===== src/rtl/irq_thin_pkg.sv =====
package irq_thin_pkg;
  typedef struct packed {
    logic doXfer;    // copy every staged value into its active copy
    logic wrStage;   // load staged copy at cmpSel
    logic wrActive;  // load active copy at cmpSel directly
  } ctrlStrobes_t;
endpackage


===== src/rtl/irq_thin_ctrl.sv =====
module irq_thin_ctrl
  import irq_thin_pkg::*;
#(
  parameter int CNT_W   = 5,
  parameter int SEL_W   = 2,
  parameter int ARM_IDX = 1
) (
  input  logic             clk,
  input  logic             rstN,
  input  logic             crestEvt,
  input  logic             valleyEvt,
  input  logic             crestEn,
  input  logic             valleyEn,
  input  logic             skipWr,
  input  logic [CNT_W-1:0] skipData,
  input  logic             xferCull,
  input  logic             immMode,
  input  logic             cmpWr,
  input  logic [SEL_W-1:0] cmpSel,
  output logic             crestIrq,
  output logic             valleyIrq,
  output ctrlStrobes_t     strobes
);
  logic [CNT_W-1:0] skipReg;
  logic [CNT_W-1:0] skipCnt;
  logic             pending;
  logic             crestHit;
  logic             valleyHit;
  logic             anyHit;
  logic             fire;
  logic             armWr;

  assign crestHit  = crestEvt & crestEn;
  assign valleyHit = valleyEvt & valleyEn;
  assign anyHit    = crestHit | valleyHit;
  assign fire      = anyHit & (skipCnt == skipReg);
  assign crestIrq  = fire & crestHit;
  assign valleyIrq = fire & valleyHit;
  assign armWr     = cmpWr & (cmpSel == SEL_W'(ARM_IDX));

  always_comb begin
    strobes.wrStage  = cmpWr;
    strobes.wrActive = cmpWr & immMode;
    strobes.doXfer   = ~immMode & (xferCull ? fire : (pending & anyHit));
  end

  always_ff @(posedge clk or negedge rstN) begin
    if (!rstN) begin
      skipReg <= '0;
      skipCnt <= '0;
    end else if (skipWr) begin
      skipReg <= skipData;
      skipCnt <= '0;
    end else if (fire) begin
      skipCnt <= '0;
    end else if (anyHit) begin
      skipCnt <= skipCnt + 1'b1;
    end
  end

  always_ff @(posedge clk or negedge rstN) begin
    if (!rstN)               pending <= 1'b0;
    else if (armWr)          pending <= 1'b1;
    else if (strobes.doXfer) pending <= 1'b0;
  end
endmodule


===== src/rtl/irq_thin_data.sv =====
module irq_thin_data
  import irq_thin_pkg::*;
#(
  parameter int NCMP  = 4,
  parameter int DW    = 16,
  parameter int SEL_W = 2
) (
  input  logic             clk,
  input  logic             rstN,
  input  ctrlStrobes_t     strobes,
  input  logic [SEL_W-1:0] cmpSel,
  input  logic [DW-1:0]    cmpData,
  output logic [NCMP*DW-1:0] actCmp
);
  for (genvar i = 0; i < NCMP; i++) begin : g_reg
    logic [DW-1:0] staged;
    logic [DW-1:0] active;
    logic          hitSel;

    assign hitSel = (cmpSel == SEL_W'(i));

    always_ff @(posedge clk or negedge rstN) begin
      if (!rstN)                           staged <= '0;
      else if (strobes.wrStage && hitSel)  staged <= cmpData;
    end

    always_ff @(posedge clk or negedge rstN) begin
      if (!rstN)                           active <= '0;
      else if (strobes.wrActive && hitSel) active <= cmpData;
      else if (strobes.doXfer)             active <= staged;
    end

    assign actCmp[i*DW +: DW] = active;
  end
endmodule


===== src/rtl/irq_thinner.sv =====
module irq_thinner
  import irq_thin_pkg::*;
#(
  parameter int CNT_W = 5,
  parameter int NCMP  = 4,
  parameter int DW    = 16,
  localparam int SEL_W = (NCMP > 1) ? $clog2(NCMP) : 1
) (
  input  logic               clk,
  input  logic               rstN,
  input  logic               crestEvt,
  input  logic               valleyEvt,
  input  logic               crestEn,
  input  logic               valleyEn,
  input  logic               skipWr,
  input  logic [CNT_W-1:0]   skipData,
  input  logic               xferCull,
  input  logic               immMode,
  input  logic               cmpWr,
  input  logic [SEL_W-1:0]   cmpSel,
  input  logic [DW-1:0]      cmpData,
  output logic               crestIrq,
  output logic               valleyIrq,
  output logic [NCMP*DW-1:0] actCmp
);
  ctrlStrobes_t strobes;

  irq_thin_ctrl #(.CNT_W(CNT_W), .SEL_W(SEL_W), .ARM_IDX(1)) u_ctrl (
    .clk(clk), .rstN(rstN), .crestEvt(crestEvt), .valleyEvt(valleyEvt),
    .crestEn(crestEn), .valleyEn(valleyEn), .skipWr(skipWr), .skipData(skipData),
    .xferCull(xferCull), .immMode(immMode), .cmpWr(cmpWr), .cmpSel(cmpSel),
    .crestIrq(crestIrq), .valleyIrq(valleyIrq), .strobes(strobes)
  );

  irq_thin_data #(.NCMP(NCMP), .DW(DW), .SEL_W(SEL_W)) u_data (
    .clk(clk), .rstN(rstN), .strobes(strobes), .cmpSel(cmpSel),
    .cmpData(cmpData), .actCmp(actCmp)
  );
endmodule


===== config.mk =====
export PLATFORM = sky130hd
export DESIGN_NAME = irq_thinner
export DESIGN_NICKNAME = d
export VERILOG_FILES = /design/src/rtl/irq_thin_pkg.sv /design/src/rtl/irq_thin_ctrl.sv /design/src/rtl/irq_thin_data.sv /design/src/rtl/irq_thinner.sv
export SDC_FILE = /design/constraint.sdc
export NUM_CORES = 1
export LEC_CHECK = 0
export ABC_AREA = 0
export BUFFER_PORTS_ARGS = -buffer_cell sky130_fd_sc_hd__buf_2
export CAP_MARGIN = 40
export CORE_UTILIZATION = 30
export DETAILED_ROUTE_END_ITERATION = 12
export PLACE_DENSITY = 0.45
export SYNTH_ARGS = -nofsm -noshare
export SYNTH_HDL_FRONTEND = slang
export SYNTH_SLANG_ARGS = --single-unit

===== constraint.sdc =====
create_clock -name clk -period 2.35 [get_ports clk]
set_clock_uncertainty 0.05 [all_clocks]
set_input_delay 0.47 -clock clk [delete_from_list [all_inputs] [get_ports clk]]
set_output_delay 0.47 -clock clk [all_outputs]
set_load 0.02 [all_outputs]

==> Yosys cells after proc, flatten, opt, wreduce, memory -nomap -nowiden <==
Cells that the tools add are included.
{ "word_totals": {"regBits": 139, "out_inout_bits": 66} }
{ "op_classes": {"addsub": 1, "n_eq_ne": 4, "mux": 14, "bitwise_logic": 11, "reduce_logical": 15} }
{ "ops": {"columns": ["operator", "count"], "rows": [
  ["16-bit two-way mux", 8],
  ["5-bit two-way mux", 3],
  ["2-bit nonzero test", 5],
  ["1-bit bitwise AND", 9],
  ["1-bit logical AND", 8],
  ["5-bit by 1-bit adder with 5-bit output (second input constant)", 1],
  ["5-bit equality test", 1],
  ["2-bit equality test (second input constant)", 2],
  ["1-bit two-way mux", 3],
  ["3-bit nonzero test", 1],
  ["2-bit by 1-bit equality test with 1-bit output (second input constant)", 1],
  ["2-bit logical NOT", 1],
  ["1-bit NOT", 1],
  ["1-bit bitwise OR", 1]
]} }

==> Longest topological paths before layout <==
{ "logic_depth": {"ltp_word": 7, "ltp_mapped": 7, "mapped_depth_nobuf": 5} }

==> Modules after synthesis <==
A second synthesis with hierarchy kept.
{ "unflattened": {"hier_cells": 427, "hier_area_um2": 6262.3} }
{ "modules_own_cells": {"columns": ["mod", "instances", "cells_each", "area_each_um2"], "rows": [
  ["irq_thin_data", 1, 367, 5606.6],
  ["irq_thin_ctrl", 1, 60, 655.6]
]} }

==> Worst setup path after synthesis <==
OpenSTA, ideal clock, no wires.
{ "synth_path": {"path_type": "reg-to-output", "from": "register u_ctrl.skipCnt[2]", "to": "output port crestIrq", "arrival_ns": 1.420, "t_required_ns": 1.830, "path_slack_ns": 0.410, "path_stages_with_launch": 5, "n_path_buf": 0, "path_cell_list": "dfrtp_1 xnor2_1 nand3_1 nor3_1 and3_1"} }
{ "synth_via": {"elab_chain_cells": 3} }
{ "synth_lines": {"columns": ["element", "line", "rtl"], "rows": [
  ["start: declaration", "irq_thin_ctrl.sv:25", "logic [CNT_W-1:0] skipCnt;"],
  ["start signal: assignment", "irq_thin_ctrl.sv:57", "skipCnt <= skipCnt + 1'b1;"],
  ["5-bit equality test", "irq_thin_ctrl.sv:36", "assign fire = anyHit & (skipCnt == skipReg);"],
  ["1-bit bitwise AND", "irq_thin_ctrl.sv:36", null],
  ["1-bit bitwise AND", "irq_thin_ctrl.sv:37", "assign crestIrq = fire & crestHit;"],
  ["end: declaration", "irq_thinner.sv:22", "output logic crestIrq,"]
]} }
No other way between the ends.

==> Worst setup path after layout <==
{ "layout_path": {"from": "register u_ctrl.skipCnt[1]", "to": "output port crestIrq"} }
Same word-level chain as after synthesis.

==> results.toml <==
[placed_design]
hpwl_mm = 10.08
dpl-instance-area_um2 = 6685
port-buffer-count = 98
gp_routability_congestion = 0.8606
cell_count_after_placement = 949
place_worst_setup_slack_ns = 0.1313

[worst_setup_path]
regToRegStartpoint = "u_ctrl.skipCnt[1]"
cp_max_fo = 4
cp-end-kind = "output pin"
critical_path.startpoint_type = "flip-flop"
timing.setup.critical_path_class = "reg -> out"
timing.reg2reg.setup_slack_ns = 0.46
crit_required_ns = 1.83
critical_path.startpoint = "u_ctrl.skipCnt[1]"
ff2ff_path_depth = 6
r2r-end = "u_data.g_reg[0].active[8]"
worst_ep_arrival_time_ns = 1.74

[floorplan]
chipHeight_um = 142.9
floorplan.die_area_um2 = 20430
initial_standard_cell_utilization_of_the_core_pct = 30.62
io_pins = 99
placementRows = 51
die_w_um = 142.9
design.core.area_um2 = 19460

[global_route]
grt_antenna_before_repair = 0
grt_remaining_overflow = 0
largest_net_degree_at_the_start_of_global_routing = 66
first_global_vias = 4471
grt_usage_pct = 16.84
grt_first_pass_wirelength_mm = 25.44

[cts]
cts_sink_count = 139
clk_root_buffer_cell = "clkbuf_16"
clock_insertion_delay_worst_skew_ns = 0.41
cts.clk_slew.worst_paths_ns = 0.06
h-tree-depth = 4
cts_tree = "yes"
max-clock-path-buffers = 2
cts_buffers = 17

[timing]
slew_viol_final = 0
transition_time_at_the_pin_with_the_least_slew_margin_ns = 0.3823
hold-worst-slack_ns = 0.2422
finalCritPeriodShare_pct = 96.19
final_period_minus_worst_setup_slack_ns = 2.260
fin_ws_ns = 0.08959
slew_headroom_pct = 74.45
hold_viol = 0
fmax_ghz = 0.4424
setup_viol_count_final = 0

[hold_path]
hp-class = "in -> reg"
min_delay_path_depth = 2
hold_end = "u_ctrl.skipReg[2]"
holdCritStartpoint = "skipData[2]"

[cells_and_area]
drive_gt1_share_pct = 27.30
antenna_cells_inserted = 0
layoutNonFillerInstCount = 983
synthToLayoutAreaGrowth_pct = 23.39
fin_area_um2 = 7353
layout.nets = 740

[route]
drt-total-wl_mm = 16.23
routed_wire_length_per_instance_um = 16.51
vias_per_cell = 4.671
first_iter_violations = 359
detail_route.first_pass.iterations = 5
drt.antenna.violating_nets = 0
drc = 0
num_vias = 4592

[logic_synthesis]
ys_types = 31
synth-seq-cells = 139
syn-num-nets = 657
synthCells = 623
synth_largest_type_area_fraction_pct = 58.37
synth_largest_area_cell = "dfrtp_1"
sequential_element_share_of_the_synthesized_area_pct = 58.37
synthesized_area_divided_by_synthesized_cell_count_um2 = 9.566
synthesis.yosys.warnings = 0
synth_top_cells_by_area = "dfrtp_1 58%, nand2_1 15%, mux2_2 7.0%"
syn_area_um2 = 5959

[power]
power_per_cell_area_nw_per_um2 = 1058
peak_supply_drop_uv = 490.3
total_leakage_power_uw = 0.003517
post-layout-total-power_uw = 7782

[status]
outcome = "complete, no violations"

[flow_run]
timing.max_cap.violations = 0
==> repair_timing <==
| action | CTS | global route |
|---|---|---|
| gates resized for setup | 2 | 8 |
| endpoints found under the hold margin | 33 | 0 |
| pin swaps | 1 | 4 |
| hold buffers | 1 | 0 |
| endpoints found under the setup margin | 2 | 2 |
| setup buffers | 1 | 1 |
| cloned | 0 | 0 |
==> kinds of logic after synthesis <==
kind of cell               after synthesis  synth area share, %
DFF                                    139                58.37
adders and majority gates                1               0.2099
muxes                                   37                6.991
AOI/OAI and AO/OA                       71                7.684
and+or+nand+nor                        316                21.23
buffers and inverters                   51                4.346
xor gates and xnor gates                 8                1.176
==> placed cells by master (no fill, tap or decap), types with 2 or more instances in the layout <==
cell       Yosys  routed
dfrtp_2        0       3
nand4_1        2       2
buf_4          3      10
nand3b_1       2       2
nor3_1         4       3
clkbuf_16      0      17
clkinv_4       0       3
a31oi_1       65      65
buf_12         0       4
clkbuf_1      30       3
nor2_1        64      64
and3_1         2       2
nand3_1        3       2
xor2_1         2       2
mux2_2        37      37
inv_2          2       2
dfrtp_1      139     136
xnor2_2        0       4
xnor2_1        6       2
nand2_1      233     233
bufinv_16      0       3
buf_2          9      97
clkinv_2       0       2
==> power by group <==
part	internal, µW	switching, µW
registers	2970	325
clock network	1700	1020
logic	658	1110
==> metal layers <==
| metal | wire length, µm | vias to the layer above | global-route usage, % |
|---|---|---|---|
| met5 | 0 | - | 0 |
| met4 | 211 | 0 | 5.433 |
| met3 | 559 | 16 | 3.119 |
| met2 | 7971 | 97 | 27.93 |
| met1 | 7493 | 2255 | 22.13 |
| li1 | - | 2224 | - |
==> metrics by stage <==
stage / utilization (%) / TNS, ns
5_1_grt: 37.78 / -0.01720
6_report: 37.78 / 0
3_5_place_dp: 34.35 / 0
2_1_floorplan: - / 0
4_1_cts: 37.54 / 0
3_3_place_gp: 34.35 / 0
==> worst max path at each step <==
| stage | endpoint |
|---|---|
| final | crestIrq |
| after global routing | crestIrq |
| after CTS | valleyIrq |
| after detailed placement | crestIrq |
| after global placement | crestIrq |
| after floorplan | crestIrq |
==> cell usage after synthesis <==
library cell,number
o211ai_1,1
buf_1,1
nor3b_4,1
nand3_1,3
a21oi_1,1
clkbuf_1,30
and4b_4,1
buf_2,9
nor2_1,64
nor3_1,4
a21oi_2,1
buf_4,3
xor2_1,2
or4_1,1
and3_1,2
nand4_1,2
dfrtp_1,139
buf_6,6
a21o_1,1
a31oi_1,65
a22o_2,1
nand3b_2,1
nand3b_1,2
xnor2_1,6
nor4b_2,1
ha_1,1
nand2_1,233
inv_2,2
a22oi_2,1
mux2_2,37
and4_1,1
==> sequential cells by signal (all words and copies together), names as in the netlist <==
name             cells
u_ctrl.pending       1
u_ctrl.skipReg       5
u_ctrl.skipCnt       5
u_data.g.staged     64
u_data.g.active     64
==> worst max-delay path, cell delays in order, from the launching register on <==
cell	delay, ns
dfrtp_1	0.42
xnor2_1	0.22
nand2_1	0.14
nor3_4	0.21
and3_1	0.18
buf_2	0.16
==> final cells by class <==
type	count	area, µm²
Timing Repair Buffer	113	661.9
Fill cell	1950	12110
Multi-Input combinational cell	433	2277
Clock buffer	21	450.4
Tap cell	265	331.6
Inverter	2	7.507
Clock inverter	10	142.6
Sequential cell	139	3482
Note: power is estimated with default switching activity, not from simulation.
